--- config.mk ---
export PLATFORM = sky130hd
export DESIGN_NAME = dma_status_unit
export DESIGN_NICKNAME = d
export VERILOG_FILES = /design/src/rtl/dma_stat_pkg.sv /design/src/rtl/dma_stat_ctrl.sv /design/src/rtl/dma_stat_datapath.sv /design/src/rtl/dma_status_unit.sv
export SDC_FILE = /design/constraint.sdc
export NUM_CORES = 1
export LEC_CHECK = 0
export BUFFER_PORTS_ARGS = -buffer_cell sky130_fd_sc_hd__buf_4
export CAP_MARGIN = 20
export CORE_MARGIN = 2
export CORE_UTILIZATION = 30
export CTS_BUF_LIST = sky130_fd_sc_hd__clkbuf_4 sky130_fd_sc_hd__clkbuf_8
export DETAILED_ROUTE_END_ITERATION = 16
export PLACE_DENSITY_LB_ADDON = 0.08
export SYNTH_ARGS = -nofsm -noshare
export SYNTH_HDL_FRONTEND = slang
export SYNTH_HIERARCHICAL = 1
export SYNTH_SLANG_ARGS = --single-unit
export TNS_END_PERCENT = 30
--- constraint.sdc ---
create_clock -name clk -period 0.81 [get_ports clk]
set_input_delay 0.0405 -clock clk [delete_from_list [all_inputs] [get_ports clk]]
set_output_delay 0.0405 -clock clk [all_outputs]
set_load 0.005 [all_outputs]
--- src/rtl/dma_stat_pkg.sv ---
package dma_stat_pkg;
  localparam int GRP_W   = 8;
  localparam int ERR_LSB = 0;
  localparam int ABT_LSB = 8;
  localparam int TC_LSB  = 16;

  typedef struct packed {
    logic softReset;
    logic abortWrite;
    logic statusWrite;
  } ctrlStrobe_t;
endpackage

--- src/rtl/dma_stat_ctrl.sv ---
module dma_stat_ctrl
  import dma_stat_pkg::*;
#(
  parameter int ADDR_W     = 4,
  parameter int DATA_W     = 32,
  parameter int CTRL_IDX   = 0,
  parameter int ABORT_IDX  = 1,
  parameter int STATUS_IDX = 2
) (
  input  logic              clk,
  input  logic              rst_n,
  input  logic              wrEn,
  input  logic [ADDR_W-1:0] wrAddr,
  input  logic [DATA_W-1:0] wrData,
  output ctrlStrobe_t       strobes,
  output logic              coreReset
);
  localparam logic [ADDR_W-1:0] CTRL_A   = ADDR_W'(CTRL_IDX);
  localparam logic [ADDR_W-1:0] ABORT_A  = ADDR_W'(ABORT_IDX);
  localparam logic [ADDR_W-1:0] STATUS_A = ADDR_W'(STATUS_IDX);

  logic hitCtrl, hitAbort, hitStatus;

  always_comb begin
    hitCtrl   = wrEn && (wrAddr == CTRL_A);
    hitAbort  = wrEn && (wrAddr == ABORT_A);
    hitStatus = wrEn && (wrAddr == STATUS_A);
    strobes.softReset   = hitCtrl && wrData[0];
    strobes.abortWrite  = hitAbort;
    strobes.statusWrite = hitStatus;
  end

  // self-clearing soft reset pulse
  always_ff @(posedge clk or negedge rst_n) begin
    if (!rst_n) coreReset <= 1'b0;
    else        coreReset <= strobes.softReset;
  end

  // a write decodes to at most one register
  a_r10_one_target: assert property (@(posedge clk) disable iff (!rst_n)
    $countones({strobes.abortWrite, strobes.statusWrite, hitCtrl}) <= 1);
endmodule

--- src/rtl/dma_stat_datapath.sv ---
module dma_stat_datapath
  import dma_stat_pkg::*;
#(
  parameter int NUM_CH = 8,
  parameter int DATA_W = 32
) (
  input  logic              clk,
  input  logic              rst_n,
  input  ctrlStrobe_t       strobes,
  input  logic [DATA_W-1:0] wrData,
  input  logic [NUM_CH-1:0] chEnableSet,
  input  logic [NUM_CH-1:0] doneEvt,
  input  logic [NUM_CH-1:0] abortEvt,
  input  logic [NUM_CH-1:0] errEvt,
  input  logic [NUM_CH-1:0] maskTc,
  input  logic [NUM_CH-1:0] maskAbt,
  input  logic [NUM_CH-1:0] maskErr,
  output logic [NUM_CH-1:0] tcStat,
  output logic [NUM_CH-1:0] abtStat,
  output logic [NUM_CH-1:0] errStat,
  output logic [NUM_CH-1:0] chEnable,
  output logic [NUM_CH-1:0] abortReq,
  output logic              irq
);
  logic [NUM_CH-1:0] tcClr, abtClr, errClr, tcSet, anyEvt;

  always_comb begin
    tcClr  = strobes.statusWrite ? wrData[TC_LSB  +: NUM_CH] : '0;
    abtClr = strobes.statusWrite ? wrData[ABT_LSB +: NUM_CH] : '0;
    errClr = strobes.statusWrite ? wrData[ERR_LSB +: NUM_CH] : '0;
    tcSet  = doneEvt & ~abortEvt & ~errEvt;
    anyEvt = doneEvt | abortEvt | errEvt;
  end

  for (genvar ch = 0; ch < NUM_CH; ch++) begin : g_ch
    always_ff @(posedge clk or negedge rst_n) begin
      if (!rst_n) begin
        tcStat[ch]   <= 1'b0;
        abtStat[ch]  <= 1'b0;
        errStat[ch]  <= 1'b0;
        chEnable[ch] <= 1'b0;
        abortReq[ch] <= 1'b0;
      end else begin
        if (tcSet[ch])       tcStat[ch] <= 1'b1;
        else if (tcClr[ch])  tcStat[ch] <= 1'b0;
        if (abortEvt[ch])    abtStat[ch] <= 1'b1;
        else if (abtClr[ch]) abtStat[ch] <= 1'b0;
        if (errEvt[ch])      errStat[ch] <= 1'b1;
        else if (errClr[ch]) errStat[ch] <= 1'b0;

        if (strobes.softReset || anyEvt[ch]) chEnable[ch] <= 1'b0;
        else if (chEnableSet[ch])            chEnable[ch] <= 1'b1;

        abortReq[ch] <= strobes.abortWrite && wrData[ch] && chEnable[ch];
      end
    end
  end

  always_comb irq = |((tcStat & ~maskTc) | (abtStat & ~maskAbt) | (errStat & ~maskErr));

  // cleared bits without a competing set read zero afterwards
  a_r4_w1c_err: assert property (@(posedge clk) disable iff (!rst_n)
    strobes.statusWrite |=> (errStat & $past(errClr & ~errEvt)) == '0);
  // a set event always leaves the bit set
  a_r5_set_wins: assert property (@(posedge clk) disable iff (!rst_n)
    (|errEvt) |=> (errStat & $past(errEvt)) == $past(errEvt));
  // completion flag never newly rises alongside abort or error
  a_r3_tc_exclusive: assert property (@(posedge clk) disable iff (!rst_n)
    (|(doneEvt & (abortEvt | errEvt))) |=>
      (tcStat & ~$past(tcStat) & $past(abortEvt | errEvt)) == '0);
  // enable drops after any recorded event
  a_r9_enable_drop: assert property (@(posedge clk) disable iff (!rst_n)
    (|anyEvt) |=> (chEnable & $past(anyEvt)) == '0);
  // no abort request to a channel that was disabled
  a_r6_abort_gated: assert property (@(posedge clk) disable iff (!rst_n)
    (|abortReq) |-> (abortReq & ~$past(chEnable)) == '0);
endmodule

--- src/rtl/dma_status_unit.sv ---
module dma_status_unit
  import dma_stat_pkg::*;
#(
  parameter int NUM_CH     = 8,
  parameter int ADDR_W     = 4,
  parameter int DATA_W     = 32,
  parameter int CTRL_IDX   = 0,
  parameter int ABORT_IDX  = 1,
  parameter int STATUS_IDX = 2
) (
  input  logic              clk,
  input  logic              rst_n,
  input  logic              wrEn,
  input  logic [ADDR_W-1:0] wrAddr,
  input  logic [DATA_W-1:0] wrData,
  input  logic [NUM_CH-1:0] chEnableSet,
  input  logic [NUM_CH-1:0] doneEvt,
  input  logic [NUM_CH-1:0] abortEvt,
  input  logic [NUM_CH-1:0] errEvt,
  input  logic [NUM_CH-1:0] maskTc,
  input  logic [NUM_CH-1:0] maskAbt,
  input  logic [NUM_CH-1:0] maskErr,
  output logic [DATA_W-1:0] statusWord,
  output logic [NUM_CH-1:0] chEnable,
  output logic [NUM_CH-1:0] abortReq,
  output logic              coreReset,
  output logic              irq
);
  localparam int PAD_W = DATA_W - TC_LSB - GRP_W;

  ctrlStrobe_t       strobes;
  logic [NUM_CH-1:0] tcStat, abtStat, errStat;
  logic [GRP_W-1:0]  tcGrp, abtGrp, errGrp;

  initial begin
    if (NUM_CH > GRP_W || NUM_CH < 1 || DATA_W < TC_LSB + GRP_W)
      $error("dma_status_unit: unsupported NUM_CH/DATA_W");
  end

  dma_stat_ctrl #(
    .ADDR_W(ADDR_W), .DATA_W(DATA_W), .CTRL_IDX(CTRL_IDX),
    .ABORT_IDX(ABORT_IDX), .STATUS_IDX(STATUS_IDX)
  ) u_ctrl (
    .clk(clk), .rst_n(rst_n), .wrEn(wrEn), .wrAddr(wrAddr), .wrData(wrData),
    .strobes(strobes), .coreReset(coreReset)
  );

  dma_stat_datapath #(.NUM_CH(NUM_CH), .DATA_W(DATA_W)) u_dp (
    .clk(clk), .rst_n(rst_n), .strobes(strobes), .wrData(wrData),
    .chEnableSet(chEnableSet), .doneEvt(doneEvt), .abortEvt(abortEvt),
    .errEvt(errEvt), .maskTc(maskTc), .maskAbt(maskAbt), .maskErr(maskErr),
    .tcStat(tcStat), .abtStat(abtStat), .errStat(errStat),
    .chEnable(chEnable), .abortReq(abortReq), .irq(irq)
  );

  always_comb begin
    tcGrp  = GRP_W'(tcStat);
    abtGrp = GRP_W'(abtStat);
    errGrp = GRP_W'(errStat);
    statusWord = {{PAD_W{1'b0}}, tcGrp, abtGrp, errGrp};
  end

  // during the reset pulse no channel is enabled
  a_r7_reset_clears_enable: assert property (@(posedge clk) disable iff (!rst_n)
    coreReset |-> chEnable == '0);
  // soft reset keeps status
  a_r7_status_kept: assert property (@(posedge clk) disable iff (!rst_n)
    (coreReset && $past(doneEvt == '0 && abortEvt == '0 && errEvt == '0
                        && !strobes.statusWrite)) |-> $stable(statusWord));
endmodule

==> summary.md, run 1 <==
| Metric | Value |
|---|---|
| DIE WIDTH | `82.0 µm` |
| Number of cell rows | `28` |
| DRT iter0 DRCs | `97` |
| Period minus WS final | `1.42 ns` |
| Filler Cell Count | `532` |
| Fmax | `0.704 GHz` |
| Post-DRT Antenna Nets | `0` |
| Final GP Congestion | `0.738` |
| CP startpoint | `u_dp/abtStat[2]` |
| Failing checks | `negative setup slack` |
| Port Buffers | `128` |
| Clock transition at path regs | `0.08 ns` |
| Initial antenna violation count | `0` |
| Total track usage | `19.2%` |
| Multiplexer share of the synthesized area | `0%` |
| Hold Vio Cnt, Final | `0` |
| CTS Root Cell | `clkbuf_8` |
| Max rail drop VDD | `0.714 mV` |
| Hold/Removal Path Class | `input pin to flip-flop` |
| Drt via density | `4.40` |
| Slowest CP cell | `dfrtp_1` |
| Drt drc | `0` |
| Grt total ovfl | `0` |
| RR Startpoint | `u_dp/tcStat[0]` |
| Initial Util | `31.0%` |
| Pwr dens | `1190 nW/µm²` |
| Design area | `3830 µm²` |
| Max-cap violations | `0` |
| Post-Route WL | `6450 µm` |
| Slew Viols, Final | `0` |
| Worst EP required | `0.77 ns` |
| Wire per inst | `14.2 µm` |
| Compound-Gate Fraction of Synth Area | `14.5%` |
| Cells after Synth | `180` |
| Seq/Total Area, Yosys | `56.2%` |
| Post-synth cell types | `18` |
| Post-DP HPWL | `4700 µm` |
| Xor and xnor area share after synthesis | `0%` |
| RSZ-0062 raised after global routing | `yes` |
| Synth Register Bits | `41` |
| Post-Synth Adder-Cell Area | `0%` |
| Avg Cell Area, Syn | `10.1 µm²` |
| Post-synth top area cell | `dfrtp_1` |
| Status | `finished with violations` |
| Vias in the first global route | `2036` |
| Core Footprint | `5890 µm²` |
| Antenna fix cells | `0` |
| Final core occ | `65.1%` |
| Post-synth top cells | `dfrtp_1, inv_1, nand2_1, a21o_1, nor2_1` |
| Dpl cell area | `3060 µm²` |
| Hold path start | `doneEvt[0]` |
| Critical path's top delay family | `flip-flops` |
| Crit-path cells | `inv_2 > o22ai_2 > nor4_2 > nand3_1 > buf_4` |
| Commonest register cell after synthesis | `dfrtp_1` |
| Largest net degree at the start of global routing | `42` |
| Cell Area, Synth | `1820 µm²` |
| Post-synthesis simple-gate area fraction | `18.4%` |
| Post-synth EDFFs | `0` |
| First-pass GRT wire length | `9610 µm` |
| Total power | `4.54 mW` |
| Crit path DAT | `1.38 ns` |
| Skew final | `0.000563 ns` |
| Period utilization | `175%` |
| Final worst slack | `-0.611 ns` |
| Area growth syn-to-layout | `110%` |
| Vias | `2001` |
| 1st-pass router iterations | `5` |
| CTS tree | `yes` |
| Delay of the slowest cell on the worst path | `0.40 ns` |
| Crit path capture type | `output pin` |
| Main combinational cell family by area after synthesis | `simple AND/OR/NAND/NOR gates` |
| Nets | `474` |
| CTS buffer count | `5` |
| Worst Path Class, Setup | `flip-flop to output pin` |
| Maximum fanout along the worst path | `2` |
| Share of post-route cells with drive strength above 1 | `51.3%` |
| Most frequent cell after synthesis | `dfrtp_1` |
| Worst-Skew Late Latency | `0.29 ns` |
| Clock sink count | `41` |
| Pleak | `2.00 nW` |
| Ys Warns | `6` |
| Die ar. | `6720 µm²` |
| Final setup vio count | `52` |
| Setup crit start kind | `flip-flop` |
| Top post-synthesis cells by area | `dfrtp_1, a21o_1, inv_1, nand2_1, buf_4` |
| Max clock buf depth | `2` |
| Async SR Flop Fraction | `100%` |
| H-tree depth | `2` |
| IO Pins | `145` |
| Synth top area share | `56.2%` |
| CP bufs+invs | `2` |
| Chip height | `82.0 µm` |
stage by stage:
step	TNS, ns	std cells	hold WS [ns]	setup WS [ns]
2_1_floorplan	-1.28	187	-0.255	-0.0971
3_3_place_gp	-7.73	409	0.0187	-0.359
3_5_place_dp	-7.83	409	0.0172	-0.371
4_1_cts	-5.08	447	-0.0874	-0.631
5_1_grt	-7.08	455	0.00774	-0.733
6_report	-5.17	455	0.00467	-0.611
layout by cell type (no fill, tap or decap), types with 2 or more instances in the layout:
master,instances
clkbuf_8,5
conb_1,8
and3_1,8
dfrtp_1,41
clkbuf_4,3
inv_2,5
o22ai_2,3
a21o_1,16
o22ai_1,8
nand2_1,24
nor2_1,16
nor4_2,2
nor4b_2,7
dlygate4sd3_1,30
and4b_1,3
a22o_1,8
buf_4,106
inv_1,19
buf_6,61
layer usage:
metal	global-route usage [%]	wire length, µm	up-vias
met5	0	0	-
met4	4.50	118	0
met1	23.8	2590	915
met3	5.38	550	9
li1	-	-	992
met2	33.1	3200	85
where the power goes:
| group | switching [mW] | internal, mW | leakage (nW) |
|---|---|---|---|
| sequential | 0.0437 | 2.11 | 0.452 |
| combinational | 0.337 | 0.677 | 1.50 |
| clock | 0.668 | 0.713 | 0.0498 |
flip-flops by register name (all words and copies together), names as in the netlist:
name	flops
u_dp/chEnable	8
u_dp/tcStat	8
u_ctrl/coreReset	1
u_dp/abtStat	8
u_dp/errStat	8
u_dp/abortReq	8
worst register-to-register path, stage by stage, from the launching register on:
cell	delay, ns
dfrtp_1	0.39
buf_6	0.13
buf_4	0.12
a22o_1	0.17
area by class of cell:
cell class / count / area [µm²] / share of cell area [%]
timing repair buffer: 198 / 1800 / 47.1
sequential: 41 / 1030 / 26.8
multi-input combinational: 109 / 726 / 18.9
tap: 75 / 93.8 / 2.45
clock buffer: 8 / 91.3 / 2.38
inverter: 24 / 90.1 / 2.35
worst paths after layout:
path / end / slack [ns] / cells after the start
min: u_dp/chEnable[0] / 0.005 / 3
max reg2reg: u_dp/tcStat[0] / -0.11 / 3
max: irq / -0.61 / 5
min reg2reg: u_dp/abortReq[0] / 0.57 / 1
max in group asynchronous: u_dp/abtStat[7] / 0.35 / 3
min in group asynchronous: u_dp/abortReq[5] / 0.24 / 3
timing repair:
action	4_1_cts	5_1_grt
setup buffers	4	16
gates resized for setup	59	30
hold buffers	30	1
hold endpoints to repair	77	1
pin swaps	11	12
gates cloned	0	0
endpoints found under the setup margin	49	58
cell families (layout without fill, tap and decap cells):
kind of cell,count (synthesis),count (layout)
simple gates,65,65
buf+inv,37,230
flops,41,41
other cells,1,8
compound gates,36,36
Note: power is estimated with default switching activity, not from simulation.
==> inputs of run 2 (changes only) <==
CORE_UTILIZATION = 36   (was 30)
CTS_BUF_LIST = sky130_fd_sc_hd__clkbuf_8   (was sky130_fd_sc_hd__clkbuf_4 sky130_fd_sc_hd__clkbuf_8)
==> summary.md, run 2 (synthesis results as in run 1) <==
| Metric | Value |
|---|---|
| Status | `finished with violations` |
| Failing checks | `negative hold slack, negative setup slack` |
| Pre-CTS setup slack | `-0.402 ns (-0.0310 ns)` |
| Post-DP HPWL | `4560 µm (-2.9%)` |
| Design area | `3840 µm² (+0.36%)` |
| Dpl cell area | `3040 µm² (-0.57%)` |
| Max-cap violations | `0 (unchanged)` |
| Number of cell rows | `25 (-11%)` |
| Grt met1 use | `25.6% (+1.7 points)` |
| Antenna fix cells | `0 (unchanged)` |
| Worst Path Class, Setup | `flip-flop to output pin` |
| Wire per inst | `14.9 µm (+4.9%)` |
| H-tree depth | `2 (unchanged)` |
| Min Hold Slack | `-0.00993 ns (-0.0146 ns)` |
| Hold/Removal Path Class | `input pin to flip-flop` |
| Vias in the first global route | `2116 (+3.9%)` |
| Chip height | `75.2 µm (-8.3%)` |
| Cell count after placement | `400 (-2.2%)` |
| Skew final | `0.00116 ns (+0.000597 ns)` |
| Met2 Use GR | `42.6% (+9.5 points)` |
| Grt total ovfl | `0 (unchanged)` |
| Post-DRT Antenna Nets | `0 (unchanged)` |
| Reg-to-reg slack, setup | `-0.20 ns (-0.09 ns)` |
| Pleak | `2.02 nW (+0.83%)` |
| Commonest cells after routing, fill and taps aside | `buf_4, buf_6, dfrtp_1, dlygate4sd3_1, nand2_1` |
| Worst-Skew Late Latency | `0.29 ns (about the same)` |
| Max clock buf depth | `2 (unchanged)` |
| Area growth syn-to-layout | `111%` |
| Commonest non-fill, non-tap cell in the layout | `buf_4` |
| Max rail drop VDD | `0.888 mV (+24%)` |
| Maximum fanout along the worst path | `2 (unchanged)` |
| Final GP Congestion | `0.784 (+6.4%)` |
| Slew Viols, Final | `0 (unchanged)` |
| Final setup vio count | `53 (+1.9%)` |
| Setup_tns | `-5.65 ns (-0.480 ns)` |
| Final worst slack | `-0.652 ns (-0.0411 ns)` |
| Finished Layout Cells | `448 (-1.5%)` |
| Fmax | `0.684 GHz (-2.8%)` |
| Grt met3 use | `6.29% (+0.91 points)` |
| Initial Util | `37.9% (+6.9 points)` |
| Drt drc | `0 (unchanged)` |
| Initial antenna violation count | `0 (unchanged)` |
| Hold Vio Cnt, Final | `1 (+1)` |
| Share of post-route cells with drive strength above 1 | `49.9% (-1.4 points)` |
| Die ar. | `5650 µm² (-16%)` |
| Crit path DAT | `1.42 ns (+0.04 ns)` |
| DRT iter0 DRCs | `93 (-4.1%)` |
| Worst EP required | `0.77 ns (about the same)` |
| CTS tree | `yes` |
| Core Footprint | `4820 µm² (-18%)` |
| 1st-pass router iterations | `4 (-1)` |
| Total track usage | `23.1% (+3.8 points)` |
| Post-Route WL | `6670 µm (+3.3%)` |
| IO Pins | `145 (unchanged)` |
| First-pass GRT wire length | `9520 µm (-1.0%)` |
| Setup crit start kind | `flip-flop` |
| Vias | `2112 (+5.5%)` |
| Clock transition at path regs | `0.08 ns (about the same)` |
| Nets | `475 (+0.21%)` |
| Crit path capture type | `output pin` |
| Largest net degree at the start of global routing | `22 (-48%)` |
| CTS buffer count | `5 (unchanged)` |
| DIE WIDTH | `75.2 µm (-8.3%)` |
| Pwr dens | `1210 nW/µm² (+1.8%)` |
| Period utilization | `180% (+5.1 points)` |
| Port Buffers | `128 (unchanged)` |
| Drt via density | `4.71 (+7.2%)` |
| CTS Root Cell | `clkbuf_8` |
| RSZ-0062 raised after global routing | `yes` |
| Period minus WS final | `1.46 ns (+0.0411 ns)` |
| Busiest layer in global routing | `met2` |
| Clock sink count | `41 (unchanged)` |
[run 2: metal layers]
layer,share of wire [%],routed length (µm)
met5,0,0
met4,1.9,129
met3,8.9,591
met2,54,3590
met1,35,2360
[run 2: path summary, 6_finish.rpt]
kind	startpoint	to	cells after the start
setup / recovery	u_dp/errStat[0]	irq	5
hold / removal	wrData[2]	u_dp/abortReq[2]	2
setup reg to reg	u_dp/errStat[7]	u_dp/errStat[7]	4
hold reg to reg	u_dp/chEnable[7]	u_dp/abortReq[7]	1
max in group asynchronous	rst_n	u_dp/errStat[5]	3
min in group asynchronous	rst_n	u_dp/abortReq[7]	2
[run 2: final cells by class]
| cell class | instances | area, µm² |
|---|---|---|
| Sequential cell | 41 | 1030 |
| Clock inverter | 1 | 5.00 |
| Clock buffer | 7 | 96.3 |
| Tap cell | 67 | 83.8 |
| Fill cell | 334 | 973 |
| Multi-Input combinational cell | 109 | 707 |
| Timing Repair Buffer | 199 | 1840 |
| Inverter | 24 | 90.1 |
[run 2: critical path, stage by stage, from the launching register on]
cell and delay [ns]:
dfrtp_1 0.39, inv_1 0.07, o22ai_1 0.08, nor4_2 0.32
nand3_1 0.11, buf_4 0.15
[run 2: through the flow]
step,total power [mW],util (%)
after floorplan,2.37,-
after global placement,2.95,63.2
after detailed placement,2.95,63.2
after CTS,4.63,76.8
after global routing,4.87,79.8
final,4.64,79.8
[run 2: timing repair]
| action | 4_1_cts | 5_1_grt |
|---|---|---|
| setup buffers | 11 | 12 |
| hold buffers | 31 | 0 |
| endpoints found under the hold margin | 79 | 0 |
| pin swaps | 9 | 7 |
| resized for setup | 59 | 25 |
| setup endpoints to repair | 52 | 60 |
[run 2: power by group]
group / internal, mW / total, mW / switching [mW]
Clock: 0.770 / 1.48 / 0.705
Combinational: 0.679 / 1.02 / 0.340
Sequential: 2.10 / 2.15 / 0.0455
